==> config.mk <==
export PLATFORM = sky130hd
export DESIGN_NAME = tmr_ipi_ctl
export DESIGN_NICKNAME = d
export VERILOG_FILES = /design/src/rtl/tipi_pkg.sv /design/src/rtl/tipi_wr_decode.sv /design/src/rtl/tipi_tmr_flags.sv /design/src/rtl/tipi_ipi_slot.sv /design/src/rtl/tmr_ipi_ctl.sv
export SDC_FILE = /design/constraint.sdc
export NUM_CORES = 1
export LEC_CHECK = 0
export ABC_AREA = 0
export CORE_MARGIN = 3
export CORE_UTILIZATION = 36
export CTS_CLUSTER_DIAMETER = 120
export DETAILED_ROUTE_END_ITERATION = 16
export PLACE_DENSITY = 0.83
export REMOVE_ABC_BUFFERS = 1
export SLEW_MARGIN = 10
export SYNTH_ARGS = -nofsm -noshare
export SYNTH_HDL_FRONTEND = slang
export SYNTH_SLANG_ARGS = --single-unit
export TNS_END_PERCENT = 50
==> constraint.sdc <==
create_clock -name clk -period 3.5 [get_ports clk]
set_input_delay 0.7 -clock clk [delete_from_list [all_inputs] [get_ports clk]]
set_output_delay 0.7 -clock clk [all_outputs]
set_load 0.005 [all_outputs]
==> src/rtl/tipi_pkg.sv <==
// Field positions of the timer/IPI control register. Software decodes these
// positions, so they are fixed rather than parameters.
package tipi_pkg;
    localparam int TMR_LSB    = 4;   // timer interrupt flags
    localparam int PEND_LSB   = 8;   // IPI pending flags / acknowledge
    localparam int REQ_LSB    = 12;  // IPI send request
    localparam int FIELD_W    = 4;   // width of each per-processor field
    localparam int IGNORE_BIT = 28;  // memory-error bit, accepted and ignored
endpackage

==> src/rtl/tipi_wr_decode.sv <==
// Write decoder: turns one register write into per-processor timer-clear,
// IPI-send and IPI-acknowledge strobes, and flags writes with no recognised
// field. Assumes NUM_CPU <= FIELD_W and DATA_W > IGNORE_BIT.
module tipi_wr_decode
    import tipi_pkg::*;
#(
    parameter int NUM_CPU = 4,
    parameter int DATA_W  = 64
) (
    input  logic               wr_en_i,
    input  logic [DATA_W-1:0]  wr_data_i,
    output logic [NUM_CPU-1:0] tmr_clr_o,
    output logic [NUM_CPU-1:0] ipi_send_o,
    output logic [NUM_CPU-1:0] ipi_ack_o,
    output logic               err_evt_o
);
    localparam int FIELDS_W = 3 * FIELD_W;

    logic any_field;
    logic unused_bits;

    // Field extraction, gated by the write strobe.
    always_comb begin
        tmr_clr_o  = wr_en_i ? wr_data_i[TMR_LSB  +: NUM_CPU] : '0;
        ipi_send_o = wr_en_i ? wr_data_i[REQ_LSB  +: NUM_CPU] : '0;
        ipi_ack_o  = wr_en_i ? wr_data_i[PEND_LSB +: NUM_CPU] : '0;
    end

    // A write is legal if it names any field bit or the ignore bit.
    always_comb begin
        any_field = |wr_data_i[TMR_LSB +: FIELDS_W];
        err_evt_o = wr_en_i && !any_field && !wr_data_i[IGNORE_BIT];
    end

    assign unused_bits = ^{wr_data_i[DATA_W-1:IGNORE_BIT+1],
                           wr_data_i[IGNORE_BIT-1:TMR_LSB+FIELDS_W],
                           wr_data_i[TMR_LSB-1:0]};
endmodule

==> src/rtl/tipi_tmr_flags.sv <==
// Timer interrupt flags: a tick sets all of them, a write clears selected
// ones. A tick in the same cycle as a clear wins, so no tick is lost.
module tipi_tmr_flags #(
    parameter int NUM_CPU = 4
) (
    input  logic               clk,
    input  logic               rst_n,
    input  logic               tick_i,
    input  logic [NUM_CPU-1:0] clr_i,
    output logic [NUM_CPU-1:0] flag_o
);
    // Flag register: clear first, then tick sets on top.
    always_ff @(posedge clk) begin
        if (!rst_n) flag_o <= '0;
        else        flag_o <= (flag_o & ~clr_i) | {NUM_CPU{tick_i}};
    end
endmodule

==> src/rtl/tipi_ipi_slot.sv <==
// One processor's IPI state: a saturating count of outstanding sends and a
// pending flag. The IPI line is high while the count is nonzero.
// Assumes send and ack are single-cycle strobes.
module tipi_ipi_slot #(
    parameter int CNT_W = 4
) (
    input  logic clk,
    input  logic rst_n,
    input  logic send_i,
    input  logic ack_i,
    output logic pend_o,
    output logic irq_o
);
    localparam logic [CNT_W-1:0] CNT_MAX = '1;
    localparam logic [CNT_W-1:0] CNT_ONE = 1;

    logic [CNT_W-1:0] cnt_q;

    // Outstanding count: send alone increments, ack alone decrements, both hold.
    always_ff @(posedge clk) begin
        if (!rst_n)                                   cnt_q <= '0;
        else if (send_i && !ack_i && cnt_q != CNT_MAX) cnt_q <= cnt_q + CNT_ONE;
        else if (ack_i && !send_i && cnt_q != '0)      cnt_q <= cnt_q - CNT_ONE;
    end

    // Pending flag: ack clears and wins over a simultaneous send.
    always_ff @(posedge clk) begin
        if (!rst_n)      pend_o <= 1'b0;
        else if (ack_i)  pend_o <= 1'b0;
        else if (send_i) pend_o <= 1'b1;
    end

    // Interrupt line follows the count.
    assign irq_o = (cnt_q != '0);
endmodule

==> src/rtl/tmr_ipi_ctl.sv <==
// Timer and IPI control register top: decodes writes, holds timer flags and
// per-processor IPI counters, keeps a sticky error for unrecognised writes,
// and presents the register image. Assumes NUM_CPU <= 4, DATA_W > 28.
module tmr_ipi_ctl
    import tipi_pkg::*;
#(
    parameter int NUM_CPU = 4,
    parameter int DATA_W  = 64,
    parameter int CNT_W   = 4
) (
    input  logic               clk,
    input  logic               rst_n,
    input  logic               tick_i,
    input  logic               wr_en_i,
    input  logic [DATA_W-1:0]  wr_data_i,
    output logic [DATA_W-1:0]  rd_data_o,
    output logic [NUM_CPU-1:0] tmr_irq_o,
    output logic [NUM_CPU-1:0] ipi_irq_o,
    output logic               wr_err_o
);
    logic [NUM_CPU-1:0] tmr_clr;
    logic [NUM_CPU-1:0] ipi_send;
    logic [NUM_CPU-1:0] ipi_ack;
    logic [NUM_CPU-1:0] ipi_pend;
    logic               err_evt;

    tipi_wr_decode #(.NUM_CPU(NUM_CPU), .DATA_W(DATA_W)) u_dec (
        .wr_en_i    (wr_en_i),
        .wr_data_i  (wr_data_i),
        .tmr_clr_o  (tmr_clr),
        .ipi_send_o (ipi_send),
        .ipi_ack_o  (ipi_ack),
        .err_evt_o  (err_evt)
    );

    tipi_tmr_flags #(.NUM_CPU(NUM_CPU)) u_tmr (
        .clk    (clk),
        .rst_n  (rst_n),
        .tick_i (tick_i),
        .clr_i  (tmr_clr),
        .flag_o (tmr_irq_o)
    );

    for (genvar i = 0; i < NUM_CPU; i++) begin : g_slot
        tipi_ipi_slot #(.CNT_W(CNT_W)) u_slot (
            .clk    (clk),
            .rst_n  (rst_n),
            .send_i (ipi_send[i]),
            .ack_i  (ipi_ack[i]),
            .pend_o (ipi_pend[i]),
            .irq_o  (ipi_irq_o[i])
        );
    end

    // Sticky error: set by an unrecognised write, cleared only by reset.
    always_ff @(posedge clk) begin
        if (!rst_n)       wr_err_o <= 1'b0;
        else if (err_evt) wr_err_o <= 1'b1;
    end

    // Register image: timer and pending flags in place, everything else zero.
    always_comb begin
        rd_data_o                        = '0;
        rd_data_o[TMR_LSB  +: NUM_CPU]   = tmr_irq_o;
        rd_data_o[PEND_LSB +: NUM_CPU]   = ipi_pend;
    end
endmodule

==> results of run 1 <==
## cell type report
cell class                      count  area (um2)
Timing Repair Buffer               35         345
Clock buffer                        4        45.0
Tap cell                           70        87.6
Multi-Input combinational cell    188        1160
Inverter                            5        18.8
Sequential cell                    25         500
Fill cell                         535        3080
## flip-flops by register name, summed over array words and instances (netlist names)
register,cells
u_tmr.flag_o,4
g_slot.u_slot.pend_o,4
g_slot.u_slot.cnt_q,16
wr_err_o,1
## cell usage after synthesis (all sizes together) (2+ instances only)
cell type and count:
nor2 5, a211oi 6, and4 2, o22ai 2, inv 4, a41oi 2, nand3 9, dfxtp 25
ha 8, a311oi 3, a2111oi 2, nor4 5, a22oi 2, fa 4, xnor2 4, mux2i 8
buf 69, o21ai 8, clkbuf 5, nand2 11, or3 5, or4 2, nor2b 3, a21oi 22
a21o 4, o22a 2, nand2b 9
## cells by family after synthesis
logic type               synth area share, %
AO/OA/AOI/OAI                           18.1
XOR/XNOR                                1.75
adder cells (fa/ha/maj)                 8.99
buffers and inverters                   27.5
flip-flops                              25.0
multiplexers                            4.00
other                                  0.187
AND/OR/NAND/NOR                         14.5
## layer usage
metal  track usage, %  up-vias  wire [um]
li1                 -      754          -
met1             14.8      747       1700
met2             22.0       74       1880
met3             1.91        4        317
met4             3.04        0         34
met5                0        -          0
## stage by stage
| stage | worst slack (ps) | instance area, um2 | power, mW |
|---|---|---|---|
| 2_1_floorplan | 1030 | 1680 | 0.464 |
| 3_3_place_gp | 375 | 2110 | 0.553 |
| 3_5_place_dp | 296 | 2110 | 0.563 |
| 4_1_cts | 571 | 2160 | 0.728 |
| 5_1_grt | 388 | 2160 | 0.771 |
| 6_report | 530 | 2160 | 0.724 |
## critical path, cell delays in order
cell and delay (ps):
clkdlybuf4s50_1 520, nand2b_1 240, or3_1 430, ha_1 320, a21o_1 180, a2111oi_0 410, o21ai_0 180, mux2i_1 140
## power by group through the flow
stage	clock network [mW]	logic (mW)	registers, mW
floorplan	0	0.132	0.331
global placement	0	0.218	0.335
detailed placement	0	0.227	0.336
CTS	0.169	0.228	0.330
global route	0.178	0.258	0.335
finish	0.164	0.229	0.331
## final timing paths
path                                     startpoint                                     end  slack, ps  cells after the start
max                                    wr_data_i[8]  g_slot[0].u_slot.cnt_q[3]$_SDFFE_PN0P_        530                      8
min                           wr_err_o$_SDFFE_PN0P_                   wr_err_o$_SDFFE_PN0P_        460                      2
min reg2reg                   wr_err_o$_SDFFE_PN0P_                   wr_err_o$_SDFFE_PN0P_        460                      2
max reg2reg  g_slot[0].u_slot.cnt_q[0]$_SDFFE_PN0P_  g_slot[0].u_slot.cnt_q[3]$_SDFFE_PN0P_       1130                      7
==> flow_metrics.env, run 1 <==
export IMPL_numPortBuffers=33
export IMPL_synth_avg_cell_area_um2=8.46
export IMPL_crit_path_start_kind="input port"
export IMPL_grt_max_degree=28
export IMPL_grt_overflow=0
export IMPL_initialDrtViolationCount=28
export IMPL_viasPerCell=4.83
export IMPL_ios=141
export IMPL_cts_made_buffers=3
export IMPL_finalCritPeriodShare_pct=84.9
export IMPL_fin_util_pct=41.2
export IMPL_worst_pin_slew_ps=635
export IMPL_yosysTopAreaCellShare_pct=25.5
export IMPL_ant_nets=0
export IMPL_power_density_nw_per_um2=336
export IMPL_grt_pass1_vias=1508
export IMPL_path_clk_slew_ps=80
export IMPL_power_leakage_nw=0.902
export IMPL_root_buffer="clkbuf_8"
export IMPL_cp_data_arrival_time_ps=3120
export IMPL_drtPass1Iterations=4
export IMPL_hold_ws_ps=457
export IMPL_vias=1579
export IMPL_hold_viol=0
export IMPL_pwr_share_clk_pct=22.6
export IMPL_setup_tns_ps=0
export IMPL_synth_top_area_cell="buf_4"
export IMPL_clkSinkCount=25
export IMPL_h_tree_depth=1
export IMPL_core_rowCount=26
export IMPL_antenna_found_initial=0
export IMPL_finalSetupViolCount=0
export IMPL_power_frac_comb_pct=31.7
export IMPL_path_max_fanout=4
export IMPL_mostFrequentLayoutCells="conb_1, clkdlybuf4s50_1, dfxtp_1"
export IMPL_skew_ps=0.741
export IMPL_dpl_hpwl_um=3090
export IMPL_seqPwrFrac_pct=45.7
export IMPL_core_area_um2=5240
export IMPL_cts_hold_buf=0
export IMPL_cts_resized=0
export IMPL_synth_edf_count=0
export IMPL_critPathCaptureType="register"
export IMPL_wl_um=3940
export IMPL_seq_area_frac_synth_pct=25.0
export IMPL_drc_errors=0
export IMPL_crit_type="input port to register"
export IMPL_p_sw_uw=219
export IMPL_min_path_type="register to register"
export IMPL_rsz0062_at_grt="false"
export IMPL_cts_path_max_buffers=2
export IMPL_max_freq_mhz=337
export IMPL_slew_headroom_pct=57.3
export IMPL_dp_cells=323
export IMPL_die_h_um=80.6
export IMPL_die_area_um2=6500
export IMPL_p_sw_share_pct=30.3
export IMPL_ys_flop_type="dfxtp_1"
export IMPL_final_common_cell="conb_1"
export IMPL_post_cts_buffers=0
export IMPL_synth_area_leaders="buf_4, dfxtp_1, a21oi_1"
export IMPL_ys_seq_elements=25
export IMPL_fin_nets=338
export IMPL_synthesis_area_um2=2000
export IMPL_grt_pass1_wl_um=6460
export IMPL_die_w_um=80.6
export IMPL_final_max_slew_viol_count=0
export IMPL_required_ps=3650
export IMPL_internal_power_uw=505
export IMPL_drv_cap=0
export IMPL_vdd_ir_drop_max_v=0.000213
export IMPL_synth_cell_types=37
export IMPL_clkLatencyLatePin_ps=260
export IMPL_wl_per_cell_um=12.0
export IMPL_floorplan_initialDensity_pct=38.3
export IMPL_ys_async_sr_fraction_pct=0
export IMPL_drive_gt1_share_pct=3.89
export IMPL_syn_inst=237
export IMPL_final_cells=327
export IMPL_outcome="complete, no violations"
export IMPL_ys_warn_count=0
export IMPL_antenna_cells=0
export IMPL_cts_tree="done"
export IMPL_min_period_ps=2970
export IMPL_grt_use_total_pct=12.1
export IMPL_area_growth_pct=7.55
export IMPL_gp_congestion=0.806
Power figures use the tool's default switching activity.
==> run 2: changes to the inputs <==
Clock period 3.5 ns to 2.93 ns, I/O delays scaled along.
==> run 2 against run 1 <==
Net effect: setup slack lost 260 ps; cell count rose by 4.0%; combinational power up 24%; critical path type unchanged; critical endpoint unchanged; largest cell class unchanged.
==> flow_metrics.env, run 2 (synthesized netlist as in run 1, its figures left out) <==
export IMPL_p_sw_uw=265
export IMPL_grt_overflow=0
export IMPL_gp_congestion=0.801
export IMPL_core_area_um2=5240
export IMPL_drive_gt1_share_pct=8.52
export IMPL_drc_errors=0
export IMPL_dpl_hpwl_um=3120
export IMPL_path_buf_inv=2
export IMPL_min_path_type="register to register"
export IMPL_worst_pin_slew_ps=676
export IMPL_wl_per_cell_um=11.6
export IMPL_fill_cells=517
export IMPL_crit_path_start_kind="input port"
export IMPL_reg_top3="g_slot.u_slot.cnt_q x16, g_slot.u_slot.pend_o x4, u_tmr.flag_o x4"
export IMPL_final_max_slew_viol_count=0
export IMPL_hold_viol=0
export IMPL_numPortBuffers=33
export IMPL_min_period_ps=2660
export IMPL_slowest_delay_ps=480
export IMPL_slew_headroom_pct=54.5
export IMPL_path_max_fanout=7
export IMPL_mostFrequentLayoutCells="conb_1, clkdlybuf4s50_1, dfxtp_1"
export IMPL_area_growth_pct=12.4
export IMPL_rr_worst_depth=7
export IMPL_grt_max_degree=28
export IMPL_initialDrtViolationCount=46
export IMPL_h_tree_depth=1
export IMPL_grt_pass1_vias=1500
export IMPL_root_buffer="clkbuf_8"
export IMPL_fin_util_pct=43.0
export IMPL_power_density_nw_per_um2=389
export IMPL_required_ps=3080
export IMPL_cts_resized=0
export IMPL_antenna_cells=0
export IMPL_cp_data_arrival_time_ps=2810
export IMPL_grt_pass1_wl_um=6690
export IMPL_power_frac_comb_pct=32.5
export IMPL_path_depth=8
export IMPL_setup_slack_ps=271
export IMPL_cp_top_family="compound AO/OA/AOI/OAI gates"
export IMPL_p_sw_share_pct=30.2
export IMPL_max_freq_mhz=376
export IMPL_viasPerCell=4.72
export IMPL_cts_made_buffers=3
export IMPL_finalSetupViolCount=0
export IMPL_core_rowCount=26
export IMPL_clkSinkCount=25
export IMPL_die_h_um=80.6
export IMPL_finalCritPeriodShare_pct=90.7
export IMPL_wl_um=3940
export IMPL_skew_ps=0.527
export IMPL_outcome="complete, no violations"
export IMPL_vdd_ir_drop_max_v=0.000345
export IMPL_ios=141
export IMPL_pwr_share_clk_pct=22.7
export IMPL_final_cells=340
export IMPL_rsz0062_at_grt="false"
export IMPL_die_w_um=80.6
export IMPL_drv_cap=0
export IMPL_drtPass1Iterations=6
export IMPL_power_leakage_nw=0.962
export IMPL_floorplan_initialDensity_pct=38.3
export IMPL_fin_nets=351
export IMPL_r2r_start="g_slot[0].u_slot.cnt_q[0]$_SDFFE_PN0P_"
export IMPL_antenna_found_initial=0
export IMPL_clkLatencyLatePin_ps=260
export IMPL_final_common_cell="conb_1"
export IMPL_vias=1606
export IMPL_cts_hold_buf=0
export IMPL_finalPower_uw=877
export IMPL_internal_power_uw=613
export IMPL_setup_tns_ps=0
export IMPL_r2r_slack_ps=620
export IMPL_dpl_worst_slack_ps=-2.63
export IMPL_critPathLaunch="wr_en_i"
export IMPL_dp_cells=336
export IMPL_largest_reg_flops=16
export IMPL_critPathCaptureType="register"
export IMPL_crit_type="input port to register"
export IMPL_regMostFlops="g_slot.u_slot.cnt_q"
export IMPL_path_cells="clkdlybuf4s50_1, inv_1, or3_1, ha_1, a21o_1, a2111oi_0, o21ai_0, mux2i_1"
export IMPL_seqPwrFrac_pct=44.9
export IMPL_post_cts_buffers=0
export IMPL_cts_path_max_buffers=2
export IMPL_path_clk_slew_ps=80
export IMPL_grt_use_total_pct=12.6
export IMPL_ant_nets=0
export IMPL_cts_tree="done"
export IMPL_r2r_end="g_slot[0].u_slot.cnt_q[3]$_SDFFE_PN0P_"
export IMPL_crit_slowest_cell="clkdlybuf4s50_1"
export IMPL_die_area_um2=6500
export IMPL_endpoint="g_slot[0].u_slot.cnt_q[3]$_SDFFE_PN0P_"
==> run 2: changes by cell type in the layout (fill, tap and decap cells not counted), sizes merged <==
cell  change
buf      +13
==> run 2: layer usage <==
metal  global-route usage [%]  vias up  wire, um
li1                         -      785         -
met1                     15.6      751      1720
met2                     22.3       68      1900
met3                     2.13        2       308
met4                     3.38        0        15
met5                        0        -         0
==> run 2: final cells by class <==
class	count	area, um2	area share (%)
Tap cell	70	87.6	3.89
Multi-Input combinational cell	188	1160	51.4
Clock buffer	4	45.0	2.00
Sequential cell	25	500	22.2
Inverter	5	18.8	0.833
Timing Repair Buffer	48	443	19.7
==> run 2: worst register-to-register path, cell delays in order (launching register included) <==
cell	delay, ps
dfxtp_1	390
and4_1	260
or3_1	340
ha_1	300
a21o_1	180
a2111oi_0	400
o21ai_0	190
mux2i_1	140
==> run 2: worst min-delay path by stage <==
stage	from	end	slack, ps	depth (start not counted)
after global routing	wr_err_o$_SDFFE_PN0P_	wr_err_o$_SDFFE_PN0P_	480	2
after detailed placement	wr_err_o$_SDFFE_PN0P_	wr_err_o$_SDFFE_PN0P_	440	2
after floorplan	wr_err_o$_SDFFE_PN0P_	wr_err_o$_SDFFE_PN0P_	440	2
after global placement	wr_err_o$_SDFFE_PN0P_	wr_err_o$_SDFFE_PN0P_	450	2
after CTS	wr_err_o$_SDFFE_PN0P_	wr_err_o$_SDFFE_PN0P_	460	2
final	wr_err_o$_SDFFE_PN0P_	wr_err_o$_SDFFE_PN0P_	470	2
==> run 2: power by group through the flow <==
stage	combinational (mW)	sequential [mW]	clock (mW)
floorplan	0.158	0.396	0
detailed placement	0.282	0.401	0
CTS	0.283	0.393	0.204
global route	0.321	0.398	0.218
global placement	0.273	0.400	0
finish	0.285	0.394	0.199
==> run 2: metrics by stage <==
stage	hold slack [ps]	instance area, um2
floorplan	442	1680
global placement	446	2210
detailed placement	443	2210
CTS	463	2250
global route	480	2250
finish	468	2250
